## src/rtl/bfs_pkg.sv

```systemverilog
// Package: shared fault bit positions and the comparator flag bundle.
// Assumes: fault bit positions are part of the external status contract.
package bfs_pkg;
    localparam int FAULT_W = 5;
    localparam int F_OC    = 0;
    localparam int F_SC    = 1;
    localparam int F_OV    = 2;
    localparam int F_UV    = 3;
    localparam int F_OT    = 4;

    typedef struct packed {
        logic por;
        logic en;
        logic oc;
        logic sc;
        logic ov_hi;
        logic ov_lo;
        logic uv;
        logic ot;
        logic cool;
    } cmp_flags_t;

    localparam int CMP_W = $bits(cmp_flags_t);
endpackage

```

## src/rtl/bfs_sync.sv

```systemverilog
// Module: multi-stage level synchronizer for a vector of comparator flags.
// Assumes: inputs are slow levels; bits are synchronized independently.
module bfs_sync #(
    parameter int WIDTH  = 1,
    parameter int STAGES = 2
) (
    input  logic             clk,
    input  logic             rst_n,
    input  logic [WIDTH-1:0] d_i,
    output logic [WIDTH-1:0] q_o
);
    logic [WIDTH-1:0] stage_q [STAGES];

    genvar g;
    generate
        for (g = 0; g < STAGES; g++) begin : g_stage
            // Shift the flag vector one stage per clock.
            if (g == 0) begin : g_first
                always_ff @(posedge clk) begin
                    if (!rst_n) stage_q[g] <= '0;
                    else        stage_q[g] <= d_i;
                end
            end else begin : g_next
                always_ff @(posedge clk) begin
                    if (!rst_n) stage_q[g] <= '0;
                    else        stage_q[g] <= stage_q[g-1];
                end
            end
        end
    endgenerate

    assign q_o = stage_q[STAGES-1];
endmodule

```

## src/rtl/bfs_oc_window.sv

```systemverilog
// Module: overcurrent qualification window. A strobe seeing the flag high
// starts a timer; a strobe seeing it low stops and clears it. trip_o is high
// once the timer has run WINDOW_CYCLES-1 cycles past its start.
// Assumes: over_i is already synchronized; strobe_i is one cycle per pulse.
module bfs_oc_window #(
    parameter int WINDOW_CYCLES = 2000
) (
    input  logic clk,
    input  logic rst_n,
    input  logic clr_i,
    input  logic strobe_i,
    input  logic over_i,
    output logic trip_o
);
    localparam int CW = $clog2(WINDOW_CYCLES + 1);
    localparam logic [CW-1:0] LAST = CW'(WINDOW_CYCLES - 1);

    logic          running_q;
    logic [CW-1:0] cnt_q;

    // Start, restart or advance the window timer.
    always_ff @(posedge clk) begin
        if (!rst_n || clr_i) begin
            running_q <= 1'b0;
            cnt_q     <= '0;
        end else if (strobe_i && !over_i) begin
            running_q <= 1'b0;
            cnt_q     <= '0;
        end else if (strobe_i && over_i && !running_q) begin
            running_q <= 1'b1;
            cnt_q     <= '0;
        end else if (running_q && cnt_q != LAST) begin
            cnt_q <= cnt_q + CW'(1);
        end
    end

    assign trip_o = running_q && (cnt_q == LAST);

    // a clean pulse leaves no pending trip on the next cycle.
    assert_oc_restart_R2: assert property (@(posedge clk) disable iff (!rst_n)
        (strobe_i && !over_i) |=> !trip_o);
    // a fresh window always begins from a zero count.
    assert_oc_start_zero_R2: assert property (@(posedge clk) disable iff (!rst_n)
        $rose(running_q) |-> (cnt_q == '0));
endmodule

```

## src/rtl/bfs_sc_filter.sv

```systemverilog
// Module: short-circuit hold filter. trip_o is high when the flag has been
// high for HOLD_CYCLES consecutive cycles including the current one.
// Assumes: flag_i is already synchronized; HOLD_CYCLES >= 2.
module bfs_sc_filter #(
    parameter int HOLD_CYCLES = 998
) (
    input  logic clk,
    input  logic rst_n,
    input  logic clr_i,
    input  logic flag_i,
    output logic trip_o
);
    localparam int CW = $clog2(HOLD_CYCLES + 1);
    localparam logic [CW-1:0] LAST = CW'(HOLD_CYCLES - 1);

    logic [CW-1:0] cnt_q;

    // Count consecutive cycles with the flag high, saturating at LAST.
    always_ff @(posedge clk) begin
        if (!rst_n || clr_i || !flag_i) cnt_q <= '0;
        else if (cnt_q != LAST)         cnt_q <= cnt_q + CW'(1);
    end

    assign trip_o = flag_i && (cnt_q == LAST);

    // a trip requires the flag to have been high one cycle earlier too.
    assert_sc_held_R3: assert property (@(posedge clk) disable iff (!rst_n)
        trip_o |-> $past(flag_i));
endmodule

```

## src/rtl/buck_fault_supervisor.sv

```systemverilog
// Module: protection supervisor for a step-down converter. Synchronizes the
// comparator flags, keeps one latch per fault with its own clear rule,
// tracks the low-side over-voltage hysteresis state, and gates the PWM
// gate requests. Assumes: windows are multiples of the clock period and
// SC_WINDOW_NS/CLK_PERIOD_NS exceeds SYNC_STAGES+1.
module buck_fault_supervisor #(
    parameter int CLK_PERIOD_NS = 10,
    parameter int OC_WINDOW_NS  = 20000,
    parameter int SC_WINDOW_NS  = 10000,
    parameter int SYNC_STAGES   = 2
) (
    input  logic                       clk,
    input  logic                       rst_n,
    input  logic                       por_i,
    input  logic                       en_i,
    input  logic                       oc_i,
    input  logic                       sc_i,
    input  logic                       ov_hi_i,
    input  logic                       ov_lo_i,
    input  logic                       uv_i,
    input  logic                       ot_i,
    input  logic                       cool_i,
    input  logic                       pwm_strobe_i,
    input  logic                       hs_req_i,
    input  logic                       ls_req_i,
    output logic                       hs_gate_o,
    output logic                       ls_gate_o,
    output logic                       pg_pulldown_o,
    output logic [bfs_pkg::FAULT_W-1:0] fault_o
);
    import bfs_pkg::*;

    localparam int OC_CYCLES = OC_WINDOW_NS / CLK_PERIOD_NS;
    localparam int SC_CYCLES = SC_WINDOW_NS / CLK_PERIOD_NS;
    localparam int SC_HOLD   = SC_CYCLES - SYNC_STAGES;

    cmp_flags_t         raw_flags;
    cmp_flags_t         syn;
    logic [CMP_W-1:0]   syn_vec;
    logic               soft_clr;
    logic               hard_clr;
    logic               oc_trip;
    logic               sc_trip;
    logic [FAULT_W-1:0] fault_q;
    logic [FAULT_W-1:0] fault_d;
    logic               ov_ls_q;
    logic               any_fault;

    assign raw_flags = {por_i, en_i, oc_i, sc_i, ov_hi_i, ov_lo_i, uv_i, ot_i, cool_i};

    bfs_sync #(.WIDTH(CMP_W), .STAGES(SYNC_STAGES)) u_sync (
        .clk   (clk),
        .rst_n (rst_n),
        .d_i   (raw_flags),
        .q_o   (syn_vec)
    );
    assign syn = cmp_flags_t'(syn_vec);

    assign hard_clr = syn.por;
    assign soft_clr = syn.por || !syn.en;

    bfs_oc_window #(.WINDOW_CYCLES(OC_CYCLES)) u_oc (
        .clk      (clk),
        .rst_n    (rst_n),
        .clr_i    (soft_clr),
        .strobe_i (pwm_strobe_i),
        .over_i   (syn.oc),
        .trip_o   (oc_trip)
    );

    bfs_sc_filter #(.HOLD_CYCLES(SC_HOLD)) u_sc (
        .clk    (clk),
        .rst_n  (rst_n),
        .clr_i  (soft_clr),
        .flag_i (syn.sc),
        .trip_o (sc_trip)
    );

    // Next state of each fault latch under its own set and clear rule.
    always_comb begin
        fault_d = fault_q;
        if (syn.ov_hi) fault_d[F_OV] = 1'b1;
        if (oc_trip)   fault_d[F_OC] = 1'b1;
        if (sc_trip)   fault_d[F_SC] = 1'b1;
        if (syn.uv)    fault_d[F_UV] = 1'b1;
        if (syn.ot)        fault_d[F_OT] = 1'b1;
        else if (syn.cool) fault_d[F_OT] = 1'b0;
        if (soft_clr) begin
            fault_d[F_OC] = 1'b0;
            fault_d[F_SC] = 1'b0;
            fault_d[F_UV] = 1'b0;
            fault_d[F_OT] = 1'b0;
        end
        if (hard_clr) fault_d = '0;
    end

    // Register the fault latches.
    always_ff @(posedge clk) begin
        if (!rst_n) fault_q <= '0;
        else        fault_q <= fault_d;
    end

    // Low-side hysteresis state: on above rising level, off below falling level.
    always_ff @(posedge clk) begin
        if (!rst_n || hard_clr) ov_ls_q <= 1'b0;
        else if (syn.ov_hi)     ov_ls_q <= 1'b1;
        else if (!syn.ov_lo)    ov_ls_q <= 1'b0;
    end

    // Gate the modulator requests with the current fault state.
    always_comb begin
        any_fault = |fault_q;
        hs_gate_o = hs_req_i && !any_fault;
        if (fault_q[F_OV]) ls_gate_o = ov_ls_q;
        else               ls_gate_o = ls_req_i && !any_fault;
    end

    assign pg_pulldown_o = fault_q[F_OC] | fault_q[F_SC] | fault_q[F_OV] | fault_q[F_UV];
    assign fault_o       = fault_q;

    // enable alone never clears the over-voltage latch.
    assert_ov_hold_R4: assert property (@(posedge clk) disable iff (!rst_n)
        (fault_q[F_OV] && !syn.por) |=> fault_q[F_OV]);
    // after the rising flag, a latched over-voltage drives low side on.
    assert_ov_ls_on_R5: assert property (@(posedge clk) disable iff (!rst_n)
        (fault_q[F_OV] && $past(syn.ov_hi) && !$past(syn.por)) |-> ls_gate_o);
    // enable low empties the under-voltage latch on the next cycle.
    assert_uv_en_clear_R6: assert property (@(posedge clk) disable iff (!rst_n)
        !syn.en |=> !fault_q[F_UV]);
    // a temperature-only fault leaves power-good released.
    assert_ot_no_pg_R7: assert property (@(posedge clk) disable iff (!rst_n)
        (fault_q[F_OT] && $countones(fault_q) == 1) |-> !pg_pulldown_o);
    // any fault other than over-voltage silences both gates.
    assert_gate_off_R9: assert property (@(posedge clk) disable iff (!rst_n)
        ((|fault_q) && !fault_q[F_OV]) |-> (!hs_gate_o && !ls_gate_o));
    // power-on-reset empties every latch and the hysteresis state.
    assert_por_clear_R11: assert property (@(posedge clk) disable iff (!rst_n)
        syn.por |=> (fault_q == '0 && !ov_ls_q));
endmodule

```

## config.mk

```make
export PLATFORM = sky130hd
export DESIGN_NAME = buck_fault_supervisor
export DESIGN_NICKNAME = d
export VERILOG_FILES = /design/src/rtl/bfs_pkg.sv /design/src/rtl/bfs_sync.sv /design/src/rtl/bfs_oc_window.sv /design/src/rtl/bfs_sc_filter.sv /design/src/rtl/buck_fault_supervisor.sv
export SDC_FILE = /design/constraint.sdc
export NUM_CORES = 1
export LEC_CHECK = 0
export BUFFER_PORTS_ARGS = -buffer_cell sky130_fd_sc_hd__buf_2
export CAP_MARGIN = 20
export CORE_ASPECT_RATIO = 0.7
export CORE_MARGIN = 3
export CORE_UTILIZATION = 25
export DETAILED_ROUTE_END_ITERATION = 7
export HOLD_SLACK_MARGIN = 0.08
export PLACE_DENSITY = 0.38
export SLEW_MARGIN = 20
export SYNTH_ARGS = -nofsm -noshare
export SYNTH_HDL_FRONTEND = slang
export SYNTH_HIERARCHICAL = 1
export SYNTH_SLANG_ARGS = --single-unit
```

## constraint.sdc

```tcl
create_clock -name clk -period 2.16 [get_ports clk]
set_clock_uncertainty 0.05 [all_clocks]
set_input_delay 0.432 -clock clk [delete_from_list [all_inputs] [get_ports clk]]
set_output_delay 0.432 -clock clk [all_outputs]
set_load 0.1 [all_outputs]
```

# ---- After elaboration in Yosys (flattened, before gate mapping)
# Memories as Yosys holds them, arrays and structs flattened.
# Index checks and enable logic that the tools add are counted.
dict set report word_totals {
  register_bits 28
  ram_bits 18
  input_bits 14
  output_inout_bits 8
  word_cells 56
  n_memories 1
}
dict set report op_classes {
  addsub 2
  n_eq_ne 5
  mux 9
  bitwise 6
  reduce_logical 24
}
# memory words width read_ports rd_ports_with_merged_regs wr line_no
set mem_list {}
lappend mem_list {u_sync.stage_q 2 9 2 0 2 bfs_sync.sv:12} ;# logic [WIDTH-1:0] stage_q [STAGES];
# cell count
set ops {}
lappend ops {{9-bit two-way mux} 2}
lappend ops {{11-bit by 1-bit adder with 11-bit output, second input constant} 1}
lappend ops {{11-bit == test, second input constant} 1}
lappend ops {{11-bit inequality test, second input constant} 1}
lappend ops {{10-bit by 1-bit adder with 10-bit output, second input constant} 1}
lappend ops {{10-bit == test, second input constant} 1}
lappend ops {{10-bit inequality test, second input constant} 1}
lappend ops {{1-bit logical AND} 8}
lappend ops {{1-bit two-way mux} 7}
lappend ops {{1-bit zero test} 6}
lappend ops {{3-bit OR reduction} 2}
lappend ops {{1-bit bitwise OR} 5}
lappend ops {{5-bit OR reduction} 1}
lappend ops {{1-bit logical OR} 4}
lappend ops {{2-bit OR reduction} 2}
lappend ops {{2-bit inequality test, second input constant} 1}
lappend ops {{2-bit nonzero test} 1}
lappend ops {{1-bit inverter} 1}

# ---- Longest topological paths before layout
# Gate-level depths: netlist (run 1).
dict set report depth {
  depth_word 4
  depth_mapped 7
  depth_no_buf 7
}

# ---- Modules after synthesis
# Netlist (run 1), hierarchy kept.
# mod instances cells_each area_each_um2 seq_area_each_um2
set by_module_without_submodules {}
lappend by_module_without_submodules {bfs_oc_window 1 74 648.1 240.2}
lappend by_module_without_submodules {bfs_sc_filter 1 56 515.5 200.2}
lappend by_module_without_submodules {bfs_sync 1 37 501.7 360.3}
lappend by_module_without_submodules {buck_fault_supervisor 1 27 232.7 120.1}

# ---- Worst setup path before layout (run 1)
# OpenSTA, ideal clock, no wires.
dict set report synth_path {
  path_kind {reg2out}
  from {reg fault_q[1] (netlist: fault_o[1])}
  to {out ls_gate_o}
  arrival_ps 2928
  t_required_ps 1678
  setup_slack_ps -1250
  path_stages_with_launch 3
  n_path_buf 0
  path_cell_list {dfxtp_1 or4_4 o21ai_1}
}
dict set report synth_between {
  elab_chain_cells 4
}
# item line_no
set synth_rtl {}
lappend synth_rtl {{start: declaration} buck_fault_supervisor.sv:44} ;# logic [FAULT_W-1:0] fault_q;
lappend synth_rtl {{start signal: assignment} buck_fault_supervisor.sv:100} ;# else fault_q <= fault_d;
lappend synth_rtl {{5-bit OR reduction} buck_fault_supervisor.sv:112} ;# any_fault = |fault_q;
lappend synth_rtl {{1-bit zero test} buck_fault_supervisor.sv:115} ;# else ls_gate_o = ls_req_i && !any_fault;
lappend synth_rtl {{1-bit logical AND} buck_fault_supervisor.sv:115}
lappend synth_rtl {{1-bit two-way mux} buck_fault_supervisor.sv:114} ;# if (fault_q[F_OV]) ls_gate_o = ov_ls_q;
lappend synth_rtl {{end: declaration} buck_fault_supervisor.sv:27} ;# output logic ls_gate_o,
# No other way between the ends.

# ---- Final worst setup path (run 1)
dict set report layout_path {
  from {reg fault_q[3] (netlist: fault_o[3])}
  to {out hs_gate_o}
}
dict set report layout_between {
  elab_chain_cells 3
}
# item line_no
set layout_rtl {}
lappend layout_rtl {{5-bit OR reduction} buck_fault_supervisor.sv:112}
lappend layout_rtl {{1-bit zero test} buck_fault_supervisor.sv:113} ;# hs_gate_o = hs_req_i && !any_fault;
lappend layout_rtl {{1-bit logical AND} buck_fault_supervisor.sv:113}
lappend layout_rtl {{end: declaration} buck_fault_supervisor.sv:26} ;# output logic hs_gate_o,
# No other way between the ends.

==> metrics list, run 1 <==
* Setup crit end kind: output pin
* Clock buffer depth: 2
- Post-DR vias/cell: 4.46
* I/O pin cnt: 22
* Final HPWL from detailed placement: 2.71 mm
* Largest fanout of any net on the critical path: 3
- Once the floorplan was initialized, standard cells occupied 27.0% of the core.
- Critical Path Source: fault_o[3]
- The critical path goes through or4_4 > nor3b_4 > buf_12.
- GRT Util Overall: 10.0%
- The worst setup path is launched from a register.
- Counting instances, the worst hold path has a depth of 2.
- Endpoints failing hold: 0
* Cell with the largest stage delay on the worst path: or4_4
- Setup violations remaining at the end of the flow were counted as 1.
- Hold timing on the final database bottoms out at a slack of 0.296 ns.
- Number of instances in the synthesized netlist: just under 200
* CP peak stage delay: a little under 0.6 ns
* Path category of the worst min-delay check: in -> reg
- Number of diodes: 0
- Overall die height: 78.9 um
* Drt wl/cell: 11.9 um
* Setup repair after global routing missed its margin: true
* Least-Margin Pin Slew: approximately 0.5 ns
* Worst r2r src: u_sc/cnt_q[0]
- Worst Setup Slack, final: -0.00117 ns
- The number of antenna violations at the first check in global routing was 0.
- Highest metal layer with signal wires: met4
* Max-slew violation count: 0
- The total overflow left after global routing is 0.
* Number of violations reported at the end of detailed-routing iteration 0: a little under 90
* Required @ worst endpoint: 1.68 ns
- For this run, the number of Yosys warnings is 6.
* Class of the most critical setup path: reg -> out
* Row cnt: 25
- Timing would allow up to 0.463 GHz.
* Worst-case reg-to-reg path depth: 4
- Clock tree synthesis selected as its root buffer the cell clkbuf_8.
* Vias after detailed routing: 1402
- The area growth from synthesis to layout is 19.9%.
- Start point of the worst hold path: ot_i
* Post-Synthesis Cell Area: 1900 um2
* Reported leakage power: 0.775 nW
- Filler Cells Inserted: 721
- Worst slew margin relative to its limit: 65.6%
* Routed metal-1 wire length: 1.94 mm
- Placer's final routability congestion estimate: between 0.6 and 0.7
- Num CTS Buffers: 5
* Register-to-register setup slack: 0.56 ns
- The post-route netlist has 26.8% of its cells at a drive strength greater than 1.
* Final clock period utilization by the worst path: 100%
* Mapped Nets: 211
* First-pass GRT wire length: ~6.8 mm
- Sequential area share after synthesis: 48.5%
- Dividing total power by cell area gives a power density of 708 nW/um2.
* Number of nets still failing antenna checks after routing: 0
* Violated checks: setup timing
- Final-stage net count: roughly 240
- Post-synth cell types: 41
- Clock tree from TritonCTS: built
- Area of placed instances: 2170 um2
- On the critical path the largest part of the delay comes from simple AND/OR/NAND/NOR gates.
* Final Critical Period: between 2 and 2.5 ns
- Detailed route wirelength on metal2: between 1.5 and 2 mm
- Met3 Wirelength: between 150 and 200 um
* IO Port Bufs: 21
- Adding up every negative setup slack in the final design gives -0.00117 ns.
- For this run, design rule violations remaining after detail routing come to 0.
- Flops & latches, synth: 46
- Clock tree sinks: 46
* Width of the die: 110 um
* Fin area: 2280 um2
* CP Buf/Inv Count: 1
- Total routed wirelength: approximately 3.7 mm
* Worst-Skew Late Latency: 0.30 ns
- First-pass iteration count of the detailed router: 3
* Arrival time reported for the critical path endpoint: 1.68 ns
- The clock tree synthesis step divided the H-tree into 2 levels.
- Post-CTS repair changed the size of 0 cells.
- Average instance area after synthesis: 9.78 um2
- VDD sags by at most roughly 0.00025 V.
- Clock transition time at the flip-flop clock pins of the worst setup and hold paths: 0.09 ns
* Area of the core: 7040 um2
- Entering global routing, the biggest net connects 15 pins.
* Count of max-cap constraint violations: 0
- Area of the die: 8690 um2
- Counting buffers and inverters, the worst setup path is 3 cells deep.
- The number of global-route vias before repair came to around 1400.
- Status: complete, but fails checks
- Worst slack at placement: 0.323 ns
-- cells by family after synthesis --
group	Yosys count	synth area share (%)
simple gates	94	32.0
flops	46	48.5
compound gates	33	11.1
buf+inv	11	2.77
mux	6	3.16
fa+ha+maj	3	1.98
xor+xnor	1	0.462
-- cells in the final DEF, fill, tap and decap left out, types with 4 or more instances in the layout --
cell type	synthesis	routed
nand2b_1	4	4
mux2i_1	6	6
nor4_1	4	4
a21oi_1	14	14
and2_2	14	14
or4_1	5	5
nand3b_1	6	6
nand2_1	9	9
or3_1	4	4
clkbuf_8	0	5
and2_1	5	5
dfxtp_1	46	42
nand3_1	12	12
inv_1	6	6
buf_2	3	19
nor2_1	13	13
o31ai_1	5	5
-- Yosys cell counts --
cell type / number / area [um2]
a21bo_2: 1 / 10.0
nand3b_1: 6 / 45.0
and2_2: 14 / 105
a31oi_1: 2 / 12.5
mux2i_1: 6 / 60.1
and2_1: 5 / 31.3
nand2b_1: 4 / 25.0
nand4b_1: 1 / 8.76
clkbuf_1: 1 / 3.75
ha_1: 3 / 37.5
and4b_1: 2 / 20.0
o31a_1: 1 / 8.76
nand2_1: 9 / 33.8
inv_1: 6 / 22.5
nor4_1: 4 / 25.0
and4_1: 1 / 8.76
buf_6: 1 / 11.3
nor3_1: 1 / 5.00
a211oi_1: 1 / 7.51
a211o_1: 1 / 8.76
and3_2: 1 / 7.51
buf_2: 3 / 15.0
nor2b_1: 3 / 18.8
nand3_4: 1 / 17.5
nand4_1: 3 / 18.8
or3_4: 1 / 11.3
or4_4: 1 / 11.3
o31ai_1: 5 / 37.5
nand3_2: 1 / 10.0
nand3_1: 12 / 60.1
xor2_1: 1 / 8.76
a211oi_2: 2 / 25.0
nor2_1: 13 / 48.8
nand4_4: 1 / 21.3
or3_1: 4 / 25.0
nor3b_2: 1 / 12.5
o21ai_0: 3 / 15.0
a21oi_1: 14 / 70.1
o21ai_1: 3 / 15.0
or4_1: 5 / 37.5
dfxtp_1: 46 / 921
-- metrics by stage --
| step | power (mW) | instances | utilization (%) |
|---|---|---|---|
| detailed placement | 0.996 | 306 | 30.8 |
| CTS | 1.64 | 314 | 32.3 |
| global placement | 0.995 | 306 | 30.8 |
| global route | 1.68 | 314 | 32.3 |
| floorplan | 0.958 | 194 | - |
| finish | 1.61 | 314 | 32.3 |
-- routing by layer --
| metal | vias to the layer above | GRT usage [%] |
|---|---|---|
| li1 | 750 | - |
| met1 | 620 | 13.7 |
| met2 | 24 | 14.8 |
| met3 | 8 | 3.01 |
| met4 | 0 | 3.69 |
| met5 | - | 0 |
-- registers in the layout, indices dropped and copies added (netlist names) --
register / count
u_sync/stage_q: 18
u_oc/cnt_q: 11
fault_o: 5
ov_ls_q: 1
u_sc/cnt_q: 10
u_oc/running_q: 1
-- where the power goes --
part / internal (mW) / switching, mW / total, mW / leakage [nW]
registers: 0.861 / 0.00618 / 0.867 / 0.377
clock network: 0.345 / 0.293 / 0.638 / 0.0514
logic: 0.0426 / 0.0637 / 0.106 / 0.346
total: 1.25 / 0.363 / 1.61 / 0.775
-- what timing repair did --
item,in CTS,in global routing
hold buffers,0,0
buffers inserted,0,0
setup endpoints to repair,1,1
-- path summary, 6_finish.rpt --
path,to
max reg2reg,u_sc/cnt_q[1]
min reg2reg,fault_o[4]
max,hs_gate_o
min,u_sync/stage_q[0][1]
-- final cells by class --
| type | instances | area, um2 | share of cell area [%] |
|---|---|---|---|
| Clock buffer | 6 | 72.6 | 3.19 |
| Sequential cell | 46 | 933 | 41.0 |
| Clock inverter | 2 | 37.5 | 1.65 |
| Tap cell | 94 | 118 | 5.17 |
| Multi-Input combinational cell | 137 | 942 | 41.4 |
| Timing Repair Buffer | 23 | 150 | 6.60 |
| Inverter | 6 | 22.5 | 0.990 |
Power figures use the tool's default switching activity.
==> run 2, diff against run 1 <==
CORE_UTILIZATION = 40   (was 25)
PLACE_DENSITY = 0.67   (was 0.38)
==> run 2 against run 1 <==
  * The run now ends clean
  * Total power down 9.1%
  * Sequential share of layout area up 1.5 points
  * First-iteration DRC count shrank 52%
  * Non-clock buffer count decreased by 1
  * Critical path type unchanged
  * Largest cell class unchanged
==> metrics list, run 2 (same netlist as run 1, synthesis figures left out) <==
* Root Buffer: clkbuf_8
- Max-slew violation count: 0
- Total power divided by cell area: 668 nW/um2
- The worst setup path is captured at an output pin.
* Post-DR vias/cell: 5.18
- Final clock period utilization by the worst path: 99.2%
* Width of the die: 88.3 um
- The flow ran to the end, and the final reports show no timing, DRC or antenna violations.
* Row cnt: 20
- The worst hold path passes through 2 cells.
* Filler Cells Inserted: 418
- After detailed placement, the design holds a cell count of 266.
* Worst slew margin relative to its limit: ~67%
* Share of power burned in the clock network: 33.8%
- The congestion estimate from routability-driven global placement came to 0.732.
- Required @ worst endpoint: 1.68 ns
* Number of diodes: 0
* Path category of the worst min-delay check: in -> reg
- Commonest cells after routing, fill and taps aside: 42 x dfxtp_1, 19 x buf_2, 14 x a21oi_1, 14 x and2_2, 13 x nor2_1
- Combinational cells account for approximately 7.1% of the total power.
- I/O pin cnt: 22
- The analysis attributes to net switching a power of about 0.34 mW.
- Setup repair after global routing could not meet its margin everywhere.
* Peak clock frequency supported by timing: ~0.47 GHz
- Sequential Power Share: 59.1%
- The endpoint identified for the worst register-to-register timing path is fault_o[1].
- The internal portion of the total power is 1.12 mW.
* Least-Margin Pin Slew: 0.493 ns
* Overall die height: 63.6 um
- Multi-input gate area in the final layout: approximately 940 um2
* Number of nets still failing antenna checks after routing: 0
* DR DRC count: 0
- The first global-routing pass estimated 5.93 mm of wire.
- Antenna violations before repair: 0
- Total gr overflow: 0
* IO Port Bufs: 21
- After legalization and detailed placement, the total HPWL measured 2.43 mm.
- Vias after detailed routing: around 1400
- Summing all flip-flop and latch instances after layout gives 933 um2.
* Register-to-register setup slack: 0.54 ns
* Final setup fails: 0
* Total routed wirelength: 3.31 mm
* Reported leakage power: 0.760 nW
- Final-stage net count: 235
- The hold violation count in the final report was 0.
- In the final layout, the registers with the most flip-flops are u_sync/stage_q (18), u_oc/cnt_q (11), u_sc/cnt_q (10).
- Count of max-cap constraint violations: 0
- No sink is reached through more buffers than the 2 on the longest clock path.
- At the worst endpoint, the arrival time is 1.66 ns.
- GRT Util Overall: 13.4%
* Area of the core: between 4000 and 5000 um2
- The clock period could shrink to 2.14 ns.
- Net switching is 23.3% of the power.
- The path with the worst hold slack has its endpoint at u_sync/stage_q[0][7].
* Area of the die: 5620 um2
* Clock tree from TritonCTS: built
* Largest fanout of any net on the critical path: 3
- The worst setup path is launched from a register.
* Commonest non-fill, non-tap cell in the layout: dfxtp_1
- Num CTS Buffers: 5
* Via count of the first global-routing pass: 1303
- Area of placed instances: 2110 um2
- After the flow finishes, the layout carries non-filler instances totaling 274.
- In this run, the number of DRC markers left after iteration 0 of detailed routing was 42.
* Fin area: 2190 um2
* Effective utilization at floorplan: around 43%
- u_sync/stage_q holds more flip-flops than any other register.
- The later pin in the worst-skew pair is clocked with a latency of 0.29 ns.
- H-tree level count: 2
- The clock drives 46 sinks.
- Max reg flops: 18
* Start point of the worst hold path: en_i
- The startpoint identified for the worst register-to-register timing path is u_sc/cnt_q[0].
* Share of post-route cells with drive strength above 1: 26.5%
- Maximum resistive drop on vdd: 0.000370 V
* Pin count of the biggest net entering global routing: 23
- For the worst flop-to-flop path, the logic depth is 6.
- Relative area change from synthesis to final layout: 15.6%
- The critical path is of the reg -> out type.
- Final-layout worst hold slack: 0.306 ns
- The first detailed-routing pass ran for 4 iterations.
* Clock transition time at the flip-flop clock pins of the worst setup and hold paths: 0.08 ns
- After detailed routing, the average wire length per cell comes to 12.1 um.
-- run 2: changes by cell type in the layout (fill, tap and decap cells not counted) --
cell	change
clkinv_2	+1
buf_4	-1
clkinv_1	+1
clkbuf_1	-1
bufinv_16	-1
-- run 2: per-layer routing --
| layer | vias to the layer above | track usage (%) | share of wire (%) |
|---|---|---|---|
| met5 | - | 0 | 0 |
| met4 | 0 | 5.66 | 1.5 |
| met1 | 637 | 19.3 | 55 |
| met2 | 28 | 18.1 | 39 |
| li1 | 749 | - | - |
| met3 | 5 | 4.31 | 5.3 |
-- run 2: power by group through the flow --
stage,registers (mW),clock network [mW],logic (mW)
CTS,0.867,0.520,0.105
global route,0.869,0.543,0.113
global placement,0.887,0,0.103
floorplan,0.893,0,0.0649
detailed placement,0.887,0,0.105
finish,0.867,0.495,0.104
-- run 2: area by class of cell --
| type | count | area share, % |
|---|---|---|
| multi-input combinational | 137 | 42.9 |
| sequential | 46 | 42.5 |
| timing repair buffer | 22 | 6.50 |
| clock buffer | 5 | 3.14 |
| tap | 55 | 3.14 |
| inverter | 6 | 1.03 |
| clock inverter | 3 | 0.741 |
-- run 2: worst max path at each step --
stage                          start         to  slack, ns  cells after the start
after detailed placement  fault_o[3]  hs_gate_o       0.34                      3
after global placement    fault_o[3]  hs_gate_o       0.36                      3
final                     fault_o[3]  hs_gate_o       0.02                      3
after floorplan           fault_o[3]  hs_gate_o      -0.42                      2
after CTS                 fault_o[3]  hs_gate_o      0.004                      3
after global routing      fault_o[3]  hs_gate_o      -0.06                      3
-- run 2: per-stage QoR --
step           util, %  power (mW)  setup WS [ns]  setup TNS [ns]
3_5_place_dp      47.4       0.992          0.337               0
2_1_floorplan        -       0.958         -0.423          -0.584
6_report          49.3        1.47         0.0172               0
3_3_place_gp      47.4       0.990          0.360               0
5_1_grt           49.3        1.52        -0.0575         -0.0575
4_1_cts           49.3        1.49        0.00433               0
-- run 2: critical path: stages, from the launching register on --
cell and delay, ns:
dfxtp_4 0.35, or4_4 0.58, nor3b_4 0.24, buf_12 0.20
-- run 2: timing repair --
action / in CTS / in global routing
buffers inserted: 0 / 0
endpoints found under the setup margin: 0 / 1
hold buffers: 0 / 0
resized for setup: 0 / 0
==> run 3, diff against run 2 <==
PLACE_DENSITY = unset   (was 0.67)
==> run 3 against run 2 <==
  * Sequential power about the same
  * Critical path type unchanged
  * Count of clock-buffer cells in the layout unchanged
  * Non-clock buffer count did not move
  * First-iteration DRC count increased by 29%
  * Clock power up 7.3%
==> metrics list, run 3 (same netlist as run 1, synthesis figures left out) <==
* Arrival time reported for the critical path endpoint: 1.65 ns
- In the final layout, the share of cells above drive strength 1 is 26.9%.
- Hold timing on the final database bottoms out at a slack of 0.296 ns.
- DR DRC count: 0
* Largest fanout of any net on the critical path: 3
* Worst-Skew Late Latency: 0.30 ns
- Entering global routing, the biggest net connects 23 pins.
- The number of global-route vias before repair was 1299.
- After detailed placement, the total cell area comes to around 2100 um2.
- The die is around 88 um wide.
- The longest clock path from root to sink contains 2 buffers.
* Setup repair after global routing missed its margin: true
- The floorplan has 20 rows.
- First-pass GRT wire length: 5.89 mm
- For this design, the sink count on the clock tree is 46.
* Commonest cells after routing, fill and taps aside: 42 x dfxtp_1, 19 x buf_2, 14 x a21oi_1, 14 x and2_2, 13 x nor2_1
* Biggest registers after layout: u_sync/stage_q (18), u_oc/cnt_q (11), u_sc/cnt_q (10)
* Final HPWL from detailed placement: approximately 2.3 mm
- The worst-case IR drop observed on VDD is approximately 0.00046 V.
- For this run the aggregate overflow at the end of global routing stands at 0.
- The number of antenna diodes in the final layout is 0.
* Status: finished clean
- Filler Cells Inserted: between 400 and 500
- The detail route stage leaves a number of antenna-violating nets equal to 0.
- Clock transition time at the flip-flop clock pins of the worst setup and hold paths: 0.09 ns
- Commonest non-fill, non-tap cell in the layout: dfxtp_1
* Count of max-cap constraint violations: 0
- Num CTS Buffers: 5
* Area of the core: 4450 um2
* Post-DR vias/cell: 5.18
- The number of gates resized after CTS was 0.
- The H-tree was split into 2 levels.
- The worst setup path is of the reg -> out kind.
- From bottom edge to top edge, the die measures 63.6 um.
* Total routed wirelength: 3.37 mm
- Endpoints failing hold: 0
* Largest register by flop count: u_sync/stage_q
- The worst path uses 98.8% of the clock period.
- In this run the power density over the cells is 682 nW/um2.
- The congestion estimate from routability-driven global placement came to 0.791.
- Relative area change from synthesis to final layout: 16.0%
- I/O pin cnt: 22
- First-pass iteration count of the detailed router: 4
- For the pin with the worst max-slew slack, the measured transition is 0.510 ns.
* Final Critical Period: 2.13 ns
* Final-stage net count: 235
- Reported leakage power: 0.760 nW
* Peak clock frequency supported by timing: approximately 0.47 GHz
- Vias after detailed routing: 1420
- After detailed routing, the average wire length per cell comes to roughly 12 um.
- Root Buffer: clkbuf_8
- Max-slew violation count: 0
- The die covers 5620 um2.
- Number of violations reported at the end of detailed-routing iteration 0: 54
- Once layout is done, the placed cells without fillers occupy 2200 um2.
- Startpoint type of the worst setup path: register
- Setup crit end kind: output pin
- Once the floorplan was initialized, standard cells occupied 42.6% of the core.
* Path category of the worst min-delay check: in -> reg
* Max reg flops: 18
- The number of antenna violations at the first check in global routing was 0.
* GRT Util Overall: 13.2%
* Worst slew margin relative to its limit: 65.9%
- Clock tree from TritonCTS: built
- IO Port Bufs: 21
* Final setup fails: 0
* Required @ worst endpoint: 1.68 ns
## run 3: cell count changes in the layout (fill, tap and decap cells not counted), sizes merged
cell	delta
inv	+1
clkinv	-2
clkinvlp	+1
## run 3: metrics by stage
step	setup slack (ns)	TNS [ns]	util, %	std cells	total power, mW
after floorplan	-0.423	-0.584	-	194	0.958
after global placement	0.359	0	47.4	266	0.990
after detailed placement	0.349	0	47.4	266	0.992
after CTS	0.00720	0	49.4	274	1.53
after global routing	-0.0318	-0.0318	49.4	274	1.56
final	0.0258	0	49.4	274	1.50
## run 3: final timing paths
| path | from | to | slack (ns) | cells after the start |
|---|---|---|---|---|
| worst max-delay path | fault_o[3] | hs_gate_o | 0.03 | 3 |
| worst min-delay path | en_i | u_sync/stage_q[0][7] | 0.30 | 2 |
| worst max register to register | u_sc/cnt_q[0] | u_sc/cnt_q[1] | 0.57 | 4 |
| worst min register to register | u_sync/stage_q[0][4] | u_sync/stage_q[1][4] | 0.39 | 1 |
## run 3: layout make-up
| cell class | instances | area, um2 | area share [%] |
|---|---|---|---|
| Multi-Input combinational cell | 137 | 942 | 42.8 |
| Sequential cell | 46 | 933 | 42.4 |
| Timing Repair Buffer | 22 | 143 | 6.48 |
| Clock buffer | 5 | 68.8 | 3.13 |
| Tap cell | 55 | 68.8 | 3.13 |
| Clock inverter | 3 | 23.8 | 1.08 |
| Inverter | 6 | 22.5 | 1.02 |
## run 3: what timing repair did
item / in CTS / in global routing
endpoints found under the setup margin: 0 / 1
buffers inserted: 0 / 0
hold buffers: 0 / 0
## run 3: worst max-delay path, cell delays in order, from the launching register on
cell	delay (ns)
dfxtp_4	0.35
or4_4	0.57
nor3b_4	0.23
buf_12	0.20
## run 3: where the power goes
group | internal [mW] | switching [mW]
registers | 0.861 | 0.00583
logic | 0.0415 | 0.0619
clock network | 0.231 | 0.300
total | 1.13 | 0.368
## run 3: per-layer routing
layer  GRT usage [%]  part of all wire [%]  up-vias
met3            4.44                   4.8        2
met2            18.7                    42       26
li1                -                     -      746
met5               0                     0        -
met1            18.7                    53      646
met4            4.53                  0.33        0
